[config.mk]
export PLATFORM = sky130hd
export DESIGN_NAME = regport_lock_gate
export DESIGN_NICKNAME = d
export VERILOG_FILES = /design/src/rtl/regport_lock_pkg.sv /design/src/rtl/lock_addr_decode.sv /design/src/rtl/lock_seq_tracker.sv /design/src/rtl/lock_access_gate.sv /design/src/rtl/regport_lock_gate.sv
export SDC_FILE = /design/constraint.sdc
export NUM_CORES = 1
export LEC_CHECK = 0
export BUFFER_PORTS_ARGS = -buffer_cell sky130_fd_sc_hd__buf_2
export CELL_PAD_IN_SITES_DETAIL_PLACEMENT = 0
export CELL_PAD_IN_SITES_GLOBAL_PLACEMENT = 2
export CORE_MARGIN = 2
export CORE_UTILIZATION = 21
export CTS_CLUSTER_SIZE = 16
export DETAILED_ROUTE_END_ITERATION = 10
export GPL_TIMING_DRIVEN = 0
export PLACE_DENSITY_LB_ADDON = 0.1
export SLEW_MARGIN = 20
export SYNTH_ARGS = -nofsm -noshare
export SYNTH_HDL_FRONTEND = slang
export SYNTH_SLANG_ARGS = --single-unit
[constraint.sdc]
create_clock -name clk -period 9.3 [get_ports clk]
set_input_delay 1.86 -clock clk [delete_from_list [all_inputs] [get_ports clk]]
set_output_delay 1.86 -clock clk [all_outputs]
set_load 0.01 [all_outputs]
[src/rtl/regport_lock_pkg.sv]
package regport_lock_pkg;

  localparam int unsigned RA_W     = 7;
  localparam int unsigned RD_W     = 8;
  localparam int unsigned BASE_LEN = 4;
  localparam int unsigned EXT_LEN  = 4;
  localparam int unsigned SEQ_MAX  = BASE_LEN + EXT_LEN;
  localparam int unsigned KEY_W    = RD_W * BASE_LEN;
  localparam int unsigned EXT_W    = RD_W * EXT_LEN;

  typedef logic [RA_W-1:0] reg_addr_t;
  typedef logic [RD_W-1:0] reg_byte_t;

  // Register address expected at each position of the unlock sequence.
  function automatic reg_addr_t seq_addr(input int unsigned idx);
    case (idx)
      0:       return 7'h01;
      1:       return 7'h02;
      2:       return 7'h03;
      3:       return 7'h04;
      4:       return 7'h09;
      5:       return 7'h0A;
      6:       return 7'h0F;
      default: return 7'h10;
    endcase
  endfunction

  // Number of bytes in the sequence for the given mode bit.
  function automatic int unsigned seq_len(input logic mode);
    return mode ? SEQ_MAX : BASE_LEN;
  endfunction

  // Expected byte at a sequence position, most significant byte first.
  function automatic reg_byte_t seq_byte(input int unsigned idx,
                                         input logic [KEY_W-1:0] key,
                                         input logic [EXT_W-1:0] ext);
    logic [KEY_W-1:0] k_sh;
    logic [EXT_W-1:0] e_sh;
    k_sh = key >> (RD_W * (BASE_LEN - 1 - (idx % BASE_LEN)));
    e_sh = ext >> (RD_W * (EXT_LEN - 1 - (idx % EXT_LEN)));
    return (idx < BASE_LEN) ? k_sh[RD_W-1:0] : e_sh[RD_W-1:0];
  endfunction

endpackage

[src/rtl/lock_addr_decode.sv]
module lock_addr_decode
  import regport_lock_pkg::*;
#(
  parameter int unsigned PTR_W     = 4,
  parameter reg_addr_t   NV_TOP    = 7'h1F,
  parameter reg_addr_t   GUARD_TOP = 7'h04
) (
  input  logic             cfg_mode,
  input  logic [PTR_W-1:0] ptr,
  input  reg_addr_t        wr_addr,
  input  reg_addr_t        rd_addr,
  input  logic [KEY_W-1:0] stored_key,
  input  logic [EXT_W-1:0] stored_ext,
  output logic             in_seq,
  output logic             exp_hit,
  output reg_byte_t        exp_byte,
  output logic             guard_wr,
  output logic             prot_rd
);

  logic [SEQ_MAX-1:0] slot_hit;

  for (genvar j = 0; j < SEQ_MAX; j++) begin : g_slot
    assign slot_hit[j] = (wr_addr == seq_addr(j)) && (j < seq_len(cfg_mode));
  end

  assign in_seq   = |slot_hit;
  assign exp_hit  = (wr_addr == seq_addr(32'(ptr)));
  assign exp_byte = seq_byte(32'(ptr), stored_key, stored_ext);
  assign guard_wr = (wr_addr <= GUARD_TOP);
  assign prot_rd  = (rd_addr <= NV_TOP);

endmodule

[src/rtl/lock_seq_tracker.sv]
module lock_seq_tracker
  import regport_lock_pkg::*;
#(
  parameter int unsigned PTR_W = 4
) (
  input  logic             clk,
  input  logic             rst_n,
  input  logic             cfg_lockout,
  input  logic             cfg_mode,
  input  logic             wr_en,
  input  reg_byte_t        wr_data,
  input  logic             in_seq,
  input  logic             exp_hit,
  input  reg_byte_t        exp_byte,
  output logic [PTR_W-1:0] ptr,
  output logic             unlocked,
  output logic             hard,
  output logic             seq_good,
  output logic             seq_bad,
  output logic             seq_done
);

  logic armed;
  logic seq_step;
  logic at_last;

  assign armed    = cfg_lockout && !unlocked && !hard;
  assign seq_step = armed && wr_en && in_seq;
  assign seq_good = seq_step && exp_hit && (wr_data == exp_byte);
  assign seq_bad  = seq_step && !seq_good;
  assign at_last  = (ptr == PTR_W'(seq_len(cfg_mode) - 1));
  assign seq_done = seq_good && at_last;

  always_ff @(posedge clk or negedge rst_n) begin
    if (!rst_n) begin
      ptr      <= '0;
      unlocked <= 1'b0;
      hard     <= 1'b0;
    end else begin
      if (seq_bad)  hard     <= 1'b1;
      if (seq_good) ptr      <= ptr + 1'b1;
      if (seq_done) unlocked <= 1'b1;
    end
  end

endmodule

[src/rtl/lock_access_gate.sv]
module lock_access_gate
  import regport_lock_pkg::*;
(
  input  logic      cfg_lockout,
  input  logic      unlocked,
  input  logic      wr_en,
  input  logic      guard_wr,
  input  logic      prot_rd,
  input  reg_byte_t rd_raw,
  output logic      locked,
  output logic      wr_en_gated,
  output reg_byte_t rd_data
);

  assign locked      = cfg_lockout && !unlocked;
  assign wr_en_gated = wr_en && !(locked && guard_wr);
  assign rd_data     = (locked && prot_rd) ? '0 : rd_raw;

endmodule

[src/rtl/regport_lock_gate.sv]
module regport_lock_gate
  import regport_lock_pkg::*;
#(
  parameter reg_addr_t NV_TOP    = 7'h1F,
  parameter reg_addr_t GUARD_TOP = 7'h04
) (
  input  logic             clk,
  input  logic             rst_n,
  input  logic             cfg_lockout,
  input  logic             cfg_mode,
  input  logic [KEY_W-1:0] stored_key,
  input  logic [EXT_W-1:0] stored_ext,
  input  logic             wr_en,
  input  reg_addr_t        wr_addr,
  input  reg_byte_t        wr_data,
  input  reg_addr_t        rd_addr,
  input  reg_byte_t        rd_raw,
  output logic             wr_en_gated,
  output reg_byte_t        rd_data,
  output logic             locked,
  output logic             hard_locked
);

  localparam int unsigned PTR_W = $clog2(SEQ_MAX) + 1;

  logic [PTR_W-1:0] ptr;
  logic             in_seq;
  logic             exp_hit;
  reg_byte_t        exp_byte;
  logic             guard_wr;
  logic             prot_rd;
  logic             unlocked;
  logic             hard;
  logic             seq_good;
  logic             seq_bad;
  logic             seq_done;

  lock_addr_decode #(
    .PTR_W(PTR_W), .NV_TOP(NV_TOP), .GUARD_TOP(GUARD_TOP)
  ) i_decode (
    .cfg_mode(cfg_mode), .ptr(ptr), .wr_addr(wr_addr), .rd_addr(rd_addr),
    .stored_key(stored_key), .stored_ext(stored_ext),
    .in_seq(in_seq), .exp_hit(exp_hit), .exp_byte(exp_byte),
    .guard_wr(guard_wr), .prot_rd(prot_rd)
  );

  lock_seq_tracker #(
    .PTR_W(PTR_W)
  ) i_tracker (
    .clk(clk), .rst_n(rst_n), .cfg_lockout(cfg_lockout), .cfg_mode(cfg_mode),
    .wr_en(wr_en), .wr_data(wr_data), .in_seq(in_seq), .exp_hit(exp_hit),
    .exp_byte(exp_byte), .ptr(ptr), .unlocked(unlocked), .hard(hard),
    .seq_good(seq_good), .seq_bad(seq_bad), .seq_done(seq_done)
  );

  lock_access_gate i_gate (
    .cfg_lockout(cfg_lockout), .unlocked(unlocked), .wr_en(wr_en),
    .guard_wr(guard_wr), .prot_rd(prot_rd), .rd_raw(rd_raw),
    .locked(locked), .wr_en_gated(wr_en_gated), .rd_data(rd_data)
  );

  assign hard_locked = hard;

endmodule

* Word-level counts from Yosys, hierarchy flattened
Index checks and enable logic that the tools add are counted.
** Word-level totals
- Input bits :: 99
- Bits in writable memories :: 0
- Memory bits (read-only) :: 0
- Logic and storage cells :: 65
- Register bits :: 6
- Output and inout port bits :: 11
- Memories :: 0
- Latch bits :: 0
** Operators by class
- $mul :: 0
- Muxes and demuxes :: 4
- Add/sub/neg operators :: 3
- Eq/ne operators :: 17
- Reduce and logical (&&, ||, !) cells :: 25
- $lt $le $gt $ge :: 11
- Div/mod/pow operators :: 0
- Bitwise operators :: 0
- Shift-type cells :: 2
** Operators by type and width (count)
- $lt 3x32->1 const A :: 4
- $lt 1x32->1 const A :: 2
- $lt 2x32->1 const A :: 2
- $shr 32x32->8 :: 2
- $pmux 5 s7 :: 1
- $eq 7x4->1 const B :: 3
- $logic_and 1x1->1 :: 19
- $mux 8 :: 2
- $eq 7x2->1 const B :: 2
- $eq 4x3->1 const B :: 3
- $eq 4x2->1 const B :: 2
- $eq 8x8->1 :: 1
- $reduce_or 8->1 :: 1
- $eq 7x1->1 const B :: 1
- $eq 7x3->1 const B :: 1
- $eq 7x5->1 :: 1
- $eq 7x5->1 const B :: 1
- $le 7x3->1 const B :: 1
- $le 7x5->1 const B :: 1
- $add 4x1->4 const B :: 1
- $eq 4x1->1 const B :: 1
- $eq 4x4->1 :: 1
- $logic_not 1->1 :: 4
- $logic_not 4->1 :: 1
- 4 further kinds :: 4

* Longest topological paths before layout
Gate-level depths: netlist of the first run.
- Depth in word-level cells :: 9
- Depth in mapped cells :: 11
- Depth with buffers taken out :: 9

* Modules after synthesis
A second synthesis of the first run with hierarchy kept.
** Second synthesis, totals
- Cells, all modules :: 118
- Area, all modules :: 1303.8 um2
** Modules (own cells, without submodules)
- lock_addr_decode :: cells an instance 70, seq. area each 0.0 um2, times used 1, area an instance 795.8 um2
- lock_seq_tracker :: cells an instance 37, seq. area each 150.1 um2, times used 1, area an instance 414.1 um2
- lock_access_gate :: cells an instance 11, seq. area each 0.0 um2, times used 1, area an instance 93.8 um2

* Worst setup path before layout of the first run
No wires, ideal clock.
- Path kind :: input to output
- Start point :: input port cfg_lockout
- End point :: output port rd_data[0]
- Arrival :: 2.570 ns
- Path buffers :: 0
- Required time :: 7.440 ns
- Slack :: 4.870 ns
- Stages on the path :: 3
- Path through :: nand2b_1 -> nor3_1 -> nor2b_1
** On the way
- Cells in the longest elaborated chain, start to end :: 3
** Ends and longest elaborated chain
- from (decl) :: RTL line regport_lock_gate.sv:9 : input logic cfg_lockout,
- $logic_and 1x1->1 :: RTL line lock_access_gate.sv:15 : assign locked = cfg_lockout && !unlocked;
- $logic_and 1x1->1 :: RTL line lock_access_gate.sv:17 : assign rd_data = (locked && prot_rd) ? '0 : rd_raw;
- $mux 8 :: RTL line lock_access_gate.sv:17
- to (decl) :: RTL line regport_lock_gate.sv:19 : output reg_byte_t rd_data,
No other way between the ends.

* Final worst setup path of the first run
- Start point :: input port cfg_lockout
- End point :: output port rd_data[5]
The elaborated chain is that of the path after synthesis.

==> results of run 1 <==
-- through the flow --
step	utilization (%)	cells	power, mW	setup WS [ns]
detailed placement	32.02	319	0.08115	4.514
floorplan	-	142	0.05279	4.870
global route	32.70	322	0.1266	4.348
global placement	32.02	319	0.08095	4.439
CTS	32.70	322	0.1197	4.515
finish	32.70	322	0.1177	4.556
-- registers in the layout, summed over array words and instances, names as in the netlist --
register            flops
i_tracker.ptr           4
i_tracker.hard          1
i_tracker.unlocked      1
-- cell type report --
class	count	area, µm²	area share [%]
inverter	5	18.77	0.9524
tap	75	93.84	4.762
buffer	9	48.80	2.476
sequential	6	150.1	7.619
multi-input combinational	122	1107	56.19
timing repair buffer	102	510.5	25.90
clock buffer	3	41.29	2.095
-- power groups by stage --
stage,Sequential (mW),Clock (mW),Combinational [mW]
detailed placement,0.0289,0,0.0522
global placement,0.0288,0,0.0521
finish,0.0285,0.0377,0.0514
global route,0.0289,0.0400,0.0577
CTS,0.0286,0.0386,0.0525
floorplan,0.0291,0,0.0237
-- synthesized netlist by cell type (all sizes together) --
library cell,count
or4,1
xnor2,9
nor2,6
o211a,1
or3,1
buf,2
nand3,4
o32ai,1
xor2,12
ha,4
or4b,1
nand2b,6
mux2i,6
mux4,14
o21bai,2
nor4,3
o21ai,2
and3,1
nand4b,2
nor3b,3
a2111oi,3
or3b,1
clkbuf,7
o22ai,2
dfrtp,6
nor4bb,1
nand2,6
o31a,1
inv,5
a31oi,1
a21o,1
nor3,5
nor2b,8
a21oi,8
or2,1
nor4b,1
a211oi,1
nand3b,3
-- per-layer routing --
metal  up-vias  wire length, µm
li1        750                -
met1       678             1788
met2        61             2042
met3         0              357
met4         0                0
met5         -                0
-- worst reg2reg max path, cell delays in order (launching register included) --
cell and delay [ns]:
dfrtp_1 0.39, clkbuf_1 0.38, clkbuf_1 0.54, inv_1 0.20, ha_1 0.29, nor3_1 0.31, nor3b_1 0.11, xor2_1 0.19
a2111oi_4 0.36, nand3_1 0.13, or4b_4 0.53, a21o_1 0.20
-- logic make-up after synthesis --
| family | synth area share, % |
|---|---|
| buffers and inverters | 5.100 |
| muxes | 28.33 |
| xor gates and xnor gates | 13.88 |
| AOI/OAI and AO/OA | 12.94 |
| DFF | 11.33 |
| adders and majority gates | 3.777 |
| and+or+nand+nor | 24.65 |
-- worst min-delay path by stage --
stage	startpoint	endpoint	slack [ns]	cells past startpoint
3_5_place_dp	i_tracker.unlocked$_DFFE_PN0P_	i_tracker.unlocked$_DFFE_PN0P_	0.46	1
6_report	i_tracker.unlocked$_DFFE_PN0P_	i_tracker.unlocked$_DFFE_PN0P_	0.47	1
2_1_floorplan	i_tracker.unlocked$_DFFE_PN0P_	i_tracker.unlocked$_DFFE_PN0P_	0.43	1
3_3_place_gp	i_tracker.unlocked$_DFFE_PN0P_	i_tracker.unlocked$_DFFE_PN0P_	0.46	1
4_1_cts	i_tracker.unlocked$_DFFE_PN0P_	i_tracker.unlocked$_DFFE_PN0P_	0.47	1
5_1_grt	i_tracker.unlocked$_DFFE_PN0P_	i_tracker.unlocked$_DFFE_PN0P_	0.52	1
==> flow_summary.yaml, run 1 <==
worst_setup_path:
  path_cells: "buf_2 -> nand2b_1 -> nor3_1 -> nor2b_1 -> buf_2"
  r2r_start: "i_tracker.ptr[0]$_DFFE_PN0P_"
  worstSetupEndpoint: "rd_data[5]"
  crit_start: "cfg_lockout"
  worstPathRequired_ns: 7.44
  arrival_ns: 2.88
  cp_num_cells: 5
  cp_top_family: "simple AND/OR/NAND/NOR gates"
  max_stage_delay_ns: 0.58
  critPathKind: "input pin to output port"
  critPathLaunchType: "input pin"
  path_common_cell: "buf_2"
  cp_num_buf_inv: 2
  critPathSlowestCell: "nor3_1"
  cp_max_fo: 8
  cp-end-kind: "output port"
  rr_worst_depth: 11
  reg2reg_slack_ns: 5.57
  r2r-end: "i_tracker.hard$_DFFE_PN0P_"
global_routing:
  grt_start_max_net_pins: 11
  grt_overflow: 0
  grt.busiest_layer: "met2"
  use_met3_pct: 3.280
  met2_usage_pct: 21.85
  grt_pass1_wl_um: 7293
  antenna_found_initial: 0
  track_usage_pct: 12.57
  grt_pass1_vias: 1555
  gr-usage-met1_pct: 16.23
layout:
  nets: 352
  final_cell_mix: "buf_2, mux4_2, xor2_1"
  drive_gt1_share_pct: 50.61
  fillers: 666
  area_growth_pct: 48.73
  final_common_cell: "buf_2"
  final_area_mm2: 0.001971
  diodes: 0
synth:
  ys.warnings.count: 0
  netlist_instances: 142
  synth_top_area_share_pct: 23.80
  synth.distinct_cells: 40
  seq_area_frac_synth_pct: 11.33
  syn-num-nets: 245
  synth_seq_cells: 6
  yosysTopAreaCell: "mux4_2"
  synth_area_leaders: "mux4_2, dfrtp_1, xor2_1"
  syn_avg_cell_area_um2: 9.331
  synth_area_mm2: 0.001325
cts:
  clockBufferDepth: 2
  cts_resized: 0
  postCtsHoldBufs: 0
  path_clk_slew_ns: 0.04
  cts_root_buffer: "clkbuf_8"
  cts_max_level: 1
  cts_inserted_buffers: 3
  insertion_delay_ns: 0.22
  cts.sinks: 6
  cts_tree: "done"
  cts_setup_buffers: 0
power_and_ir_drop:
  p_sw_share_pct: 27.54
  power_frac_clock_pct: 32.0
  pwr-share-comb_pct: 43.7
  p_per_area_mw_per_mm2: 59.74
  leakagePower_nw: 0.9013
  p_seq_share_pct: 24.3
  switchingPower_uw: 32.42
  ir_worst_vdd_v: 0.00002928
  power.internal_uw: 85.30
die:
  fp.dieH_um: 83.44
  die_area_mm2: 0.006961
  pin_count: 110
  fp.dieW_um: 83.44
  rows: 28
  start_util_pct: 21.99
  core_mm2: 0.006026
detailed_routing:
  drt_wl_total_um: 4187
  drc: 0
  drtPass1Iterations: 3
  ant_nets: 0
  vias_per_cell: 4.624
  num_vias: 1489
  avgRoutedWirePerCell_um: 13.00
  drt_iter0_drc: 42
timing:
  worstMarginPinSlew_ns: 0.7232
  max_freq_mhz: 210.8
  slew_viol_final: 0
  finalHoldViolCount: 0
  rsz0062_at_grt: "no"
  clock_skew_ns: 0.002392
  finalSetupViolCount: 0
  holdWs_ns: 0.4729
  maxSlewHeadroom_pct: 51.42
  layout_min_cycle_time_ns: 4.744
  tns_ns: 0
  min_period_over_period_pct: 51.01
status:
  run_status: "finished clean"
placement:
  gp_congestion: 0.7077
  dp_hpwl_um: 3739
  dpl_cell_area_mm2: 0.001929
  io_buffers: 102
min_path:
  hold_class: "register to register"
flow_run:
  cap_violations: 0
Note: power is estimated with default switching activity, not from simulation.
==> run 2: changes to the inputs <==
--- a/config.mk
+++ b/config.mk
@@ -9,7 +9,7 @@
 export CELL_PAD_IN_SITES_DETAIL_PLACEMENT = 0
 export CELL_PAD_IN_SITES_GLOBAL_PLACEMENT = 2
 export CORE_MARGIN = 2
-export CORE_UTILIZATION = 21
+export CORE_UTILIZATION = 18
 export CTS_CLUSTER_SIZE = 16
 export DETAILED_ROUTE_END_ITERATION = 10
 export GPL_TIMING_DRIVEN = 0
==> constraint.sdc (replaced) <==
create_clock -name clk -period 4.2 [get_ports clk]
set_input_delay 0.84 -clock clk [delete_from_list [all_inputs] [get_ports clk]]
set_output_delay 0.84 -clock clk [all_outputs]
set_load 0.01 [all_outputs]
==> flow_summary.yaml, run 2 (synthesized netlist as in run 1, its figures left out) <==
global_routing:
  grt_pass1_vias: 1557
  grt_start_max_net_pins: 11
  antenna_found_initial: 0
  grt.busiest_layer: "met2"
  met2_usage_pct: 20.71
  gr-usage-met1_pct: 13.28
  grt_pass1_wl_um: 7389
  use_met3_pct: 2.012
  grt_overflow: 0
  track_usage_pct: 11.10
cts:
  clockBufferDepth: 2
  cts_inserted_buffers: 3
  cts_setup_buffers: 0
  cts_resized: 0
  cts.sinks: 6
  path_clk_slew_ns: 0.03
  insertion_delay_ns: 0.22
  cts_root_buffer: "clkbuf_8"
  cts_max_level: 1
  cts_tree: "done"
  postCtsHoldBufs: 0
layout:
  final_common_cell: "buf_2"
  area_growth_pct: 50.99
  layout.cells.non_filler: 346
  drive_gt1_share_pct: 50.61
  final_area_mm2: 0.002001
  utilization_pct: 27.88
  nets: 352
  top_regs: "i_tracker.ptr: 4 flops, i_tracker.hard: 1 flops, i_tracker.unlocked: 1 flops"
  final_cell_mix: "buf_2, mux4_2, xor2_1"
  largest_reg_flops: 4
  top_register: "i_tracker.ptr"
  diodes: 0
status:
  run_status: "finished clean"
detailed_routing:
  ant_nets: 0
  vias_per_cell: 4.332
  num_vias: 1499
  drt_iter0_drc: 39
  drc: 0
  drt_wl_total_um: 4643
  avgRoutedWirePerCell_um: 13.42
  drtPass1Iterations: 4
worst_setup_path:
  r2r_start: "i_tracker.ptr[0]$_DFFE_PN0P_"
  arrival_ns: 3.90
  critPathKind: "register to register"
  cp-end-kind: "register"
  rr_worst_depth: 11
  cp_max_fo: 10
  critPathLaunchType: "register"
  worstPathRequired_ns: 4.30
  reg2reg_slack_ns: 0.41
  r2r-end: "i_tracker.hard$_DFFE_PN0P_"
timing:
  finalHoldViolCount: 0
  max_freq_mhz: 263.6
  tns_ns: 0
  finalSetupViolCount: 0
  clock_skew_ns: 0.0006635
  worstMarginPinSlew_ns: 0.7285
  rsz0062_at_grt: "no"
  slew_viol_final: 0
  holdWs_ns: 0.4359
  maxSlewHeadroom_pct: 51.06
  min_period_over_period_pct: 90.33
  worst_slack_ns: 0.4063
  layout_min_cycle_time_ns: 3.794
power_and_ir_drop:
  p_per_area_mw_per_mm2: 130.9
  ir_worst_vdd_v: 0.00006207
  total_power_uw: 262.0
  leakagePower_nw: 0.9013
placement:
  dp_hpwl_um: 4091
  pre_cts_ws_ns: 0.3044
  dpl_cell_area_mm2: 0.001959
  io_buffers: 102
  dpl.cell_count: 343
  gp_congestion: 0.7314
die:
  fp.dieW_um: 89.80
  die_area_mm2: 0.008063
  rows: 31
  fp.dieH_um: 89.80
  start_util_pct: 18.47
  core_mm2: 0.007176
  pin_count: 110
flow_run:
  cap_violations: 0
min_path:
  hold_class: "input pin to async pin"
run 2: cell counts in the layout (fill, tap and decap cells not counted):
No cell type changed its count.
run 2: cell type report:
type	instances	area (µm²)
tap	99	123.9
fill	780	5175
clock buffer	3	41.29
buffer	9	48.80
multi-input combinational	122	1107
inverter	5	18.77
timing repair buffer	102	510.5
sequential	6	150.1
run 2: per-layer routing:
layer	up-vias	part of all wire (%)
li1	751	-
met3	2	7.5
met2	66	50
met5	-	0
met1	680	42
met4	0	0.41
run 2: where the power goes:
part	switching [mW]	internal [mW]	leakage, nW	total [mW]
registers	0.00231	0.0608	0.0767	0.0631
logic	0.0480	0.0668	0.803	0.115
clock network	0.0227	0.0614	0.0216	0.0840
run 2: worst max path at each step:
stage | start | to | cells past startpoint
after floorplan | i_tracker.ptr[0]$_DFFE_PN0P_ | i_tracker.hard$_DFFE_PN0P_ | 11
after global placement | i_tracker.ptr[0]$_DFFE_PN0P_ | i_tracker.hard$_DFFE_PN0P_ | 11
after detailed placement | i_tracker.ptr[0]$_DFFE_PN0P_ | i_tracker.hard$_DFFE_PN0P_ | 11
after CTS | i_tracker.ptr[0]$_DFFE_PN0P_ | i_tracker.hard$_DFFE_PN0P_ | 11
after global routing | i_tracker.ptr[0]$_DFFE_PN0P_ | i_tracker.hard$_DFFE_PN0P_ | 11
final | i_tracker.ptr[0]$_DFFE_PN0P_ | i_tracker.hard$_DFFE_PN0P_ | 11
run 2: critical path: stages, from the launching register on:
cell       delay, ns
dfrtp_1         0.37
clkbuf_1        0.40
clkbuf_1        0.55
inv_1           0.20
ha_1            0.29
nor3_1          0.33
nor3b_1         0.11
xor2_1          0.19
a2111oi_4       0.38
nand3_1         0.12
or4b_4          0.53
a21o_1          0.20
==> run 3: changes to the inputs <==
--- a/config.mk
+++ b/config.mk
@@ -9,7 +9,7 @@
 export CELL_PAD_IN_SITES_DETAIL_PLACEMENT = 0
 export CELL_PAD_IN_SITES_GLOBAL_PLACEMENT = 2
 export CORE_MARGIN = 2
-export CORE_UTILIZATION = 18
+export CORE_UTILIZATION = 20
 export CTS_CLUSTER_SIZE = 16
 export DETAILED_ROUTE_END_ITERATION = 10
 export GPL_TIMING_DRIVEN = 0
==> constraint.sdc (replaced) <==
create_clock -name clk -period 4.26 [get_ports clk]
set_input_delay 0.852 -clock clk [delete_from_list [all_inputs] [get_ports clk]]
set_output_delay 0.852 -clock clk [all_outputs]
set_load 0.01 [all_outputs]
==> flow_summary.yaml, run 3 (synthesized netlist as in run 1, its figures left out) <==
status:
  run_status: "finished clean"
die:
  rows: 29
  pin_count: 110
  fp.dieW_um: 85.40
  die_area_mm2: 0.007292
  core_mm2: 0.006386
  fp.dieH_um: 85.40
  start_util_pct: 20.75
timing:
  slew_viol_final: 0
  rsz0062_at_grt: "no"
  worst_slack_ns: 0.5533
  layout_min_cycle_time_ns: 3.707
  clock_skew_ns: 0.001651
  tns_ns: 0
  maxSlewHeadroom_pct: 50.23
  max_freq_mhz: 269.8
  worstMarginPinSlew_ns: 0.7409
  finalSetupViolCount: 0
  finalHoldViolCount: 0
  min_period_over_period_pct: 87.01
worst_setup_path:
  worstPathRequired_ns: 4.37
  arrival_ns: 3.81
  cp_max_fo: 10
  critPathKind: "register to register"
  critPathLaunchType: "register"
  cp-end-kind: "register"
placement:
  pre_cts_ws_ns: 0.4503
  io_buffers: 102
  gp_congestion: 0.7051
  dp_hpwl_um: 3850
cts:
  cts_root_buffer: "clkbuf_8"
  path_clk_slew_ns: 0.03
  insertion_delay_ns: 0.22
  cts.sinks: 6
  clockBufferDepth: 2
  cts_tree: "done"
  cts_resized: 0
  cts_setup_buffers: 0
  cts_inserted_buffers: 3
  postCtsHoldBufs: 0
  cts_max_level: 1
layout:
  largest_reg_flops: 4
  diodes: 0
  top_register: "i_tracker.ptr"
  nets: 352
  utilization_pct: 30.90
  drive_gt1_share_pct: 50.61
  final_common_cell: "buf_2"
  area_growth_pct: 48.91
  fillers: 706
  top_regs: "i_tracker.ptr: 4 flops, i_tracker.hard: 1 flops, i_tracker.unlocked: 1 flops"
  final_cell_mix: "buf_2, mux4_2, xor2_1"
flow_run:
  cap_violations: 0
detailed_routing:
  ant_nets: 0
  vias_per_cell: 4.590
  drt_iter0_drc: 36
  drtPass1Iterations: 4
  drc: 0
  drt_wl_total_um: 4293
  num_vias: 1487
  avgRoutedWirePerCell_um: 13.25
power_and_ir_drop:
  total_power_uw: 257.4
  p_per_area_mw_per_mm2: 130.4
  leakagePower_nw: 0.9013
  ir_worst_vdd_v: 0.0001030
min_path:
  hold_class: "input pin to async pin"
global_routing:
  grt_start_max_net_pins: 11
  grt_overflow: 0
  grt_pass1_vias: 1538
  grt_pass1_wl_um: 7010
  antenna_found_initial: 0
  track_usage_pct: 11.92
-- run 3: cell counts in the layout (fill, tap and decap cells not counted) --
Identical to the previous run, type by type.
-- run 3: worst paths after layout --
check	start	depth (start not counted)	slack [ns]	end
max in group asynchronous	rst_n	1	3.68	i_tracker.unlocked$_DFFE_PN0P_
worst max register to register	i_tracker.ptr[0]$_DFFE_PN0P_	11	0.55	i_tracker.hard$_DFFE_PN0P_
worst max-delay path	i_tracker.ptr[0]$_DFFE_PN0P_	11	0.55	i_tracker.hard$_DFFE_PN0P_
min in group clk	i_tracker.unlocked$_DFFE_PN0P_	1	0.47	i_tracker.unlocked$_DFFE_PN0P_
worst min register to register	i_tracker.unlocked$_DFFE_PN0P_	1	0.47	i_tracker.unlocked$_DFFE_PN0P_
worst min-delay path	rst_n	1	0.44	i_tracker.ptr[3]$_DFFE_PN0P_
-- run 3: final cells by class --
type                    count  area, µm²  area share (%)
repair buffers            102      510.5           25.87
well taps                  77      96.34           4.883
inverters                   5      18.77          0.9512
multi-input cells         122       1107           56.12
clock buffers               3      41.29           2.093
plain buffers               9      48.80           2.473
flip-flops and latches      6      150.1           7.609
-- run 3: power by group --
part,internal [mW],switching [mW],total (mW)
combinational,0.0658,0.0467,0.113
sequential,0.0600,0.00221,0.0622
clock,0.0605,0.0222,0.0826
-- run 3: critical path, cell delays in order, from the launching register on --
cell and delay (ns):
dfrtp_1 0.38, clkbuf_1 0.40, clkbuf_1 0.53, inv_1 0.18, ha_1 0.28, nor3_1 0.31
nor3b_1 0.11, xor2_1 0.19, a2111oi_4 0.36, nand3_1 0.12, or4b_4 0.53, a21o_1 0.20
-- run 3: per-stage QoR --
| stage | hold slack, ns | instance area (µm²) | cells |
|---|---|---|---|
| floorplan | 0.4337 | 1325 | 142 |
| global placement | 0.4572 | 1932 | 321 |
| detailed placement | 0.4593 | 1932 | 321 |
| CTS | 0.4427 | 1973 | 324 |
| global route | 0.4438 | 1973 | 324 |
| finish | 0.4431 | 1973 | 324 |
-- run 3: routing by layer --
| layer | part of all wire (%) | track usage, % | up-vias |
|---|---|---|---|
| met2 | 47 | 21.24 | 63 |
| li1 | - | - | 749 |
| met5 | 0 | 0 | - |
| met1 | 45 | 15.13 | 671 |
| met4 | 0.49 | 2.165 | 0 |
| met3 | 7.7 | 2.140 | 4 |
